[src/rtl/wiper_bank.sv]
module wiper_bank #(
  parameter int TAPS      = 64,
  parameter int NREG      = 4,
  parameter int WR_CYCLES = 1_000_000,
  parameter int W         = $clog2(TAPS),
  parameter int SW        = $clog2(NREG),
  parameter logic [NREG*W-1:0] INIT_REGS = {6'd60, 6'd17, 6'd5, 6'd40}
) (
  input  logic            clk,
  input  logic            rst_n,
  input  logic            cmd_valid,
  input  logic [2:0]      cmd_op,
  input  logic [SW-1:0]   cmd_sel,
  input  logic [W-1:0]    cmd_data,
  input  logic            wp_n,
  output logic [W-1:0]    rd_data,
  output logic            busy,
  output logic [TAPS-1:0] tap_sel
);
  localparam int CW = $clog2(WR_CYCLES + 1);
  localparam logic [2:0] OP_RDL = 3'd1, OP_WRL = 3'd2, OP_RDR = 3'd3, OP_WRR = 3'd4,
                         OP_R2L = 3'd5, OP_L2R = 3'd6, OP_STEP = 3'd7;

  logic [W-1:0]  regs [NREG];
  logic [W-1:0]  latch;
  logic [CW-1:0] cnt;

  assign busy = (cnt != '0);

  always_ff @(posedge clk or negedge rst_n) begin
    if (!rst_n) begin
      for (int i = 0; i < NREG; i++) regs[i] <= INIT_REGS[i*W +: W];
      latch   <= INIT_REGS[W-1:0];
      cnt     <= '0;
      rd_data <= '0;
    end else if (busy) begin
      cnt <= cnt - 1'b1;
    end else if (cmd_valid) begin
      case (cmd_op)
        OP_RDL: rd_data <= latch;
        OP_WRL: latch <= cmd_data;
        OP_RDR: rd_data <= regs[cmd_sel];
        OP_WRR: if (wp_n) begin
                  regs[cmd_sel] <= cmd_data;
                  cnt <= CW'(WR_CYCLES);
                end
        OP_R2L: latch <= regs[cmd_sel];
        OP_L2R: if (wp_n) begin
                  regs[cmd_sel] <= latch;
                  cnt <= CW'(WR_CYCLES);
                end
        OP_STEP: begin
          if (cmd_data[0] && latch != W'(TAPS - 1)) latch <= latch + 1'b1;
          else if (!cmd_data[0] && latch != '0)      latch <= latch - 1'b1;
        end
        default: ;
      endcase
    end
  end

  for (genvar g = 0; g < TAPS; g++) begin : g_tap
    assign tap_sel[g] = (latch == W'(g));
  end
endmodule


[config.mk]
export PLATFORM = sky130hd
export DESIGN_NAME = wiper_bank
export DESIGN_NICKNAME = d
export VERILOG_FILES = /design/src/rtl/wiper_bank.sv
export SDC_FILE = /design/constraint.sdc
export NUM_CORES = 1
export LEC_CHECK = 0
export CAP_MARGIN = 20
export CORE_UTILIZATION = 40
export DETAILED_ROUTE_END_ITERATION = 6
export HOLD_SLACK_MARGIN = 0.08
export PLACE_DENSITY = 0.67
export RECOVER_POWER = 50
export SLEW_MARGIN = 0
export SYNTH_ARGS = -nofsm -noshare
export SYNTH_HDL_FRONTEND = slang
export SYNTH_SLANG_ARGS = --single-unit
[constraint.sdc]
create_clock -name clk -period 3.3 [get_ports clk]
set_input_delay 0.495 -clock clk [delete_from_list [all_inputs] [get_ports clk]]
set_output_delay 0.495 -clock clk [all_outputs]
set_load 0.01 [all_outputs]
; ---- After elaboration in Yosys (flattened, before gate mapping)
; Index checks and enable logic that the tools add are counted.
[word_totals]
reg_bits = 56
output_inout_bits = 71
word_cells = 124
[classes]
addsub = 3
magnitude_cmp = 2
n_eq_ne = 74
mux = 18
n_bitwise = 2
reduce_logical = 18
[ops]
columns = op, n
row1 = 6-bit == test (second input constant), 32
row2 = 6-bit by 5-bit == test with 1-bit output (second input constant), 16
row3 = 20-bit two-way mux, 4
row4 = 24-bit bitwise mux, 2
row5 = 6-bit by 4-bit == test with 1-bit output (second input constant), 8
row6 = 24-bit two-way mux, 2
row7 = 24-bit one-hot mux with 2 select lines, 1
row8 = 6-bit two-way mux, 5
row9 = 6-bit by 3-bit == test with 1-bit output (second input constant), 4
row10 = 20-bit nonzero test, 1
row11 = 20-bit by 1-bit subtractor with 20-bit output (second input constant), 1
row12 = 6-bit one-hot mux with 3 select lines, 1
row13 = 6-bit binary-select mux with 2-bit select, 1
row14 = 6-bit demux with 2-bit select, 1
row15 = 3-bit == test (second input constant), 4
row16 = 6-bit by 2-bit == test with 1-bit output (second input constant), 2
row17 = 6-bit one-hot mux with 2 select lines, 1
row18 = 2-bit nonzero test, 5
row19 = 6-bit by 1-bit adder with 6-bit output (second input constant), 1
row20 = 3-bit by 2-bit == test with 1-bit output (second input constant), 2
row21 = 6-bit by 1-bit == test with 1-bit output (second input constant), 1
row22 = 6-bit logical NOT, 1
row23 = 6-bit != test (second input constant), 1
row24 = 3-bit AND reduction, 2
row25 = 15 further kinds, 18

; ---- Depth between registers and ports, before layout
[logic_depth]
word_depth = 8
depth_mapped = 9
depth_no_buf = 8

; ---- Least setup slack after synthesis
; OpenSTA, ideal clock, no wires.
[synth_timing]
path_kind = register to register
start = reg latch[0]
end = reg latch[1]
arrival_ns = 2.073
t_required_ns = 3.175
path_slack_ns = 1.102
stages_incl_launch_ff = 9
path_buffers = 1
path_cell_list = dfrtp_1 > inv_1 > ha_1 > or3b_1 > nor4_2 > o32ai_1 > and3_1 > buf_6 > mux2_4
[synth_between]
elab_chain_len = 4
elab_cells_between_ends = 11
[synth_rtl]
columns = element, line
row1 = "start, declared", 25  ; logic [W-1:0] latch;
row2 = "start signal, assigned", 33  ; latch <= INIT_REGS[W-1:0];
row3 = "start signal, assigned", 41  ; OP_WRL: latch <= cmd_data;
row4 = "start signal, assigned", 47  ; OP_R2L: latch <= regs[cmd_sel];
row5 = 6-bit by 1-bit subtractor with 6-bit output (tied with other cells), 54  ; else if (!cmd_data[0] && latch != '0) latch <= latch - 1'b1;
row6 = 6-bit two-way mux (tied with other cells), 54
row7 = 6-bit two-way mux / 3-bit != test (equally long branches), -
row8 = 6-bit one-hot mux with 3 select lines / 4-bit AND reduction (equally long branches), -
; Parallel ways exist; a longest one is shown, timed or not. The select of a mux whose other input is x is not followed.
; A chain may end at the register's enable or synchronous reset.

; ---- Worst setup path after layout
[layout_timing]
start = reg cnt[0]
end = out busy
[layout_between]
elab_chain_len = 1
[layout_rtl]
columns = element, line
row1 = "start, declared", 26  ; logic [CW-1:0] cnt;
row2 = "start signal, assigned", 37  ; cnt <= cnt - 1'b1;
row3 = "start signal, assigned", 45  ; cnt <= CW'(WR_CYCLES);
row4 = "start signal, assigned", 50  ; cnt <= CW'(WR_CYCLES);
row5 = 20-bit nonzero test, 28  ; assign busy = (cnt != '0);
row6 = "end, declared", 17  ; output logic busy,
; Every way passes these cells.

==> impl_metrics.ini <==
[place]
gp_congestion = 0.831
place_hpwl_um = 6750
post_dp_cell_area_mm2 = 0.00444
port-buffer-count = 85

[worst_setup_path]
startpoint_type = register
r2r-end = latch[4]$_DFFE_PN0P_
crit_arrival_ns = 2.56
worst-path-max-fanout = 9
critPathCaptureType = output port
setup.worst_path.class = register to output port
worstPathRequired_ns = 2.80
r2r_cells = 7
r2r_slack_ns = 0.74
rr_startpoint = latch[0]$_DFFE_PN0P_

[power_and_ir_drop]
p_comb_frac = 0.072
switching_share = 0.230
power.switching_mw = 0.259
internal-power_mw = 0.868
ir_drop_uv = 207
p_seq_frac = 0.609
power.density_mw_per_mm2 = 251
power_frac_clock = 0.319
leakage_nw = 1.79

[drt]
wl_per_cell_um = 16.2
postRouteWirelength_um = 8740
ant_nets = 0
dr.pass1.iters = 4
drt-initial-drc-count = 124
drc_errors = 0
routed_via_density = 5.37
vias = 2890

[floorplanning]
ioPinCount = 86
design.die.area_mm2 = 0.00922
die_y_um = 96.0
core_mm2 = 0.00838
start_util = 0.422
die_w_um = 96.0
rows = 33

[clock_network]
clk_pin_slew_ns = 0.09
cts_inserted_buffers = 5
cts_tree = built
postCtsResizedCells = 0
clk_latency_ns = 0.30
root_buffer = clkbuf_8
ctsHoldBuffers = 0
clockBufferDepth = 2
cts_sinks = 56
htreeDepth = 2
postCtsSetupBuffers = 0

[global_routing]
grt_pass1_vias = 2782
track_usage = 0.202
grt_pass1_wl_um = 14200
grt-ovfl-total = 0
antenna_found_initial = 0
grt_max_degree = 41

[logic_synthesis]
synthFlopType = dfrtp_1
synth_area_leader_cell = dfrtp_1
yosysWarningCount = 0
synth_edf_count = 0
syn-cell-area_mm2 = 0.00354
syn_nets = 377
async_reset_ff_frac = 1.00
ys_ff_latch = 56
postSynthCellCount = 356
ys_seq_area_frac = 0.400
avgSynthCellArea_um2 = 9.94
ys_top_cells_by_area = dfrtp_1 31%, mux2_2 13%, dfstp_2 8.9%
synth_cell_types = 63
synth_top_area_frac = 0.311

[finish]
drive_gt1_frac = 0.185
final_cell_mix = 78 x clkdlybuf4s50_1, 74 x nor2_1, 44 x dfrtp_1
finalNetCount = 453
insertedDiodeCount = 0
final_common_cell = clkdlybuf4s50_1
area_growth_pct = 27.0
design_area_mm2 = 0.00449

[timing]
hold_viol = 0
min_period_ns = 3.05
slew_headroom = 0.356
maxSlewViolCount = 0
setup_tns_ns = 0
fmax_mhz = 328
worst_slew_pin_slew_ns = 0.967
rsz0062_at_grt = no
setup_viol = 0
finClkSkew_ns = 0.0106
period_share = 0.925

[job]
drv_cap = 0

[worst_hold_path]
hold_path.class = input pin to async pin

[outcome]
outcome = finished clean
-- routing by layer --
metal / routed length (um) / global-route usage
met2: 4290 / 0.363
met1: 3810 / 0.254
met4: 29 / 0.0410
met5: 0 / 0
met3: 611 / 0.0324
-- cell usage after synthesis, types with 3 or more instances --
library cell  number
ha_1               6
xor2_1             3
mux4_2             6
buf_2              4
mux2_2            40
a21oi_1            9
mux2i_1            3
a22oi_1            3
inv_1              6
nor4_1             3
buf_6              3
nand2_1           27
nand4_1            3
nand3_1           10
nor2_1            74
a21o_1             3
nor2b_1            4
o21ai_0           10
clkbuf_1          10
and3_1             3
dfstp_2           12
nand2b_1           5
dfrtp_1           44
xnor2_1           11
mux2_4             3
a211oi_1           3
nor3_1             5
-- worst max path at each step --
stage	startpoint	end	slack [ns]
global route	cnt[0]$_DFFE_PN0P_	busy	0.11
CTS	cnt[0]$_DFFE_PN0P_	busy	0.24
floorplan	latch[0]$_DFFE_PN0P_	latch[1]$_DFFE_PN0P_	1.10
finish	cnt[0]$_DFFE_PN0P_	busy	0.25
detailed placement	cmd_op[2]	latch[4]$_DFFE_PN0P_	0.56
global placement	cmd_op[2]	latch[4]$_DFFE_PN0P_	0.59
-- per-stage QoR --
| stage | worst slack, ns | cells | hold WS [ns] | total power, mW | utilization |
|---|---|---|---|---|---|
| floorplan | 1.10 | 356 | 0.199 | 0.738 | - |
| detailed placement | 0.555 | 530 | 0.442 | 0.783 | 0.529 |
| CTS | 0.239 | 538 | 0.106 | 1.15 | 0.539 |
| global route | 0.111 | 538 | 0.376 | 1.17 | 0.536 |
| global placement | 0.586 | 530 | 0.440 | 0.781 | 0.529 |
| finish | 0.249 | 538 | 0.307 | 1.13 | 0.536 |
-- critical path, cell delays in order, from the launching register on --
cell and delay [ns]:
dfrtp_1 0.39, inv_1 0.10, ha_1 0.19, nor3b_1 0.43, and2_2 0.30, and2_4 0.22, inv_1 0.12, clkdlybuf4s50_1 0.50
-- flip-flops by register name, indices dropped and copies added (netlist names) --
name,flops
regs,24
cnt,20
rd_data,6
latch,6
-- kinds of logic (layout without fill, tap and decap cells) --
kind of cell / after synthesis / after routing / share of synthesized area
compound gates: 43 / 43 / 0.0835
mux: 52 / 52 / 0.187
simple gates: 160 / 160 / 0.239
xor+xnor: 14 / 14 / 0.0347
buf+inv: 25 / 102 / 0.0343
flops: 56 / 56 / 0.400
fa+ha+maj: 6 / 6 / 0.0212
-- cell type report --
cell class | count | area (um^2)
Fill cell | 779 | 3890
Multi-Input combinational cell | 275 | 1980
Sequential cell | 56 | 1420
Timing Repair Buffer | 88 | 865
Tap cell | 105 | 131
Clock buffer | 7 | 76.3
Inverter | 6 | 22.5
Clock inverter | 1 | 5.00
-- power by group through the flow --
stage / logic (mW) / clock network, mW / registers (mW)
floorplan: 0.0381 / 0 / 0.700
global placement: 0.0817 / 0 / 0.699
detailed placement: 0.0834 / 0 / 0.699
CTS: 0.0837 / 0.379 / 0.687
global route: 0.0911 / 0.395 / 0.687
finish: 0.0809 / 0.360 / 0.686
Power figures use the tool's default switching activity.
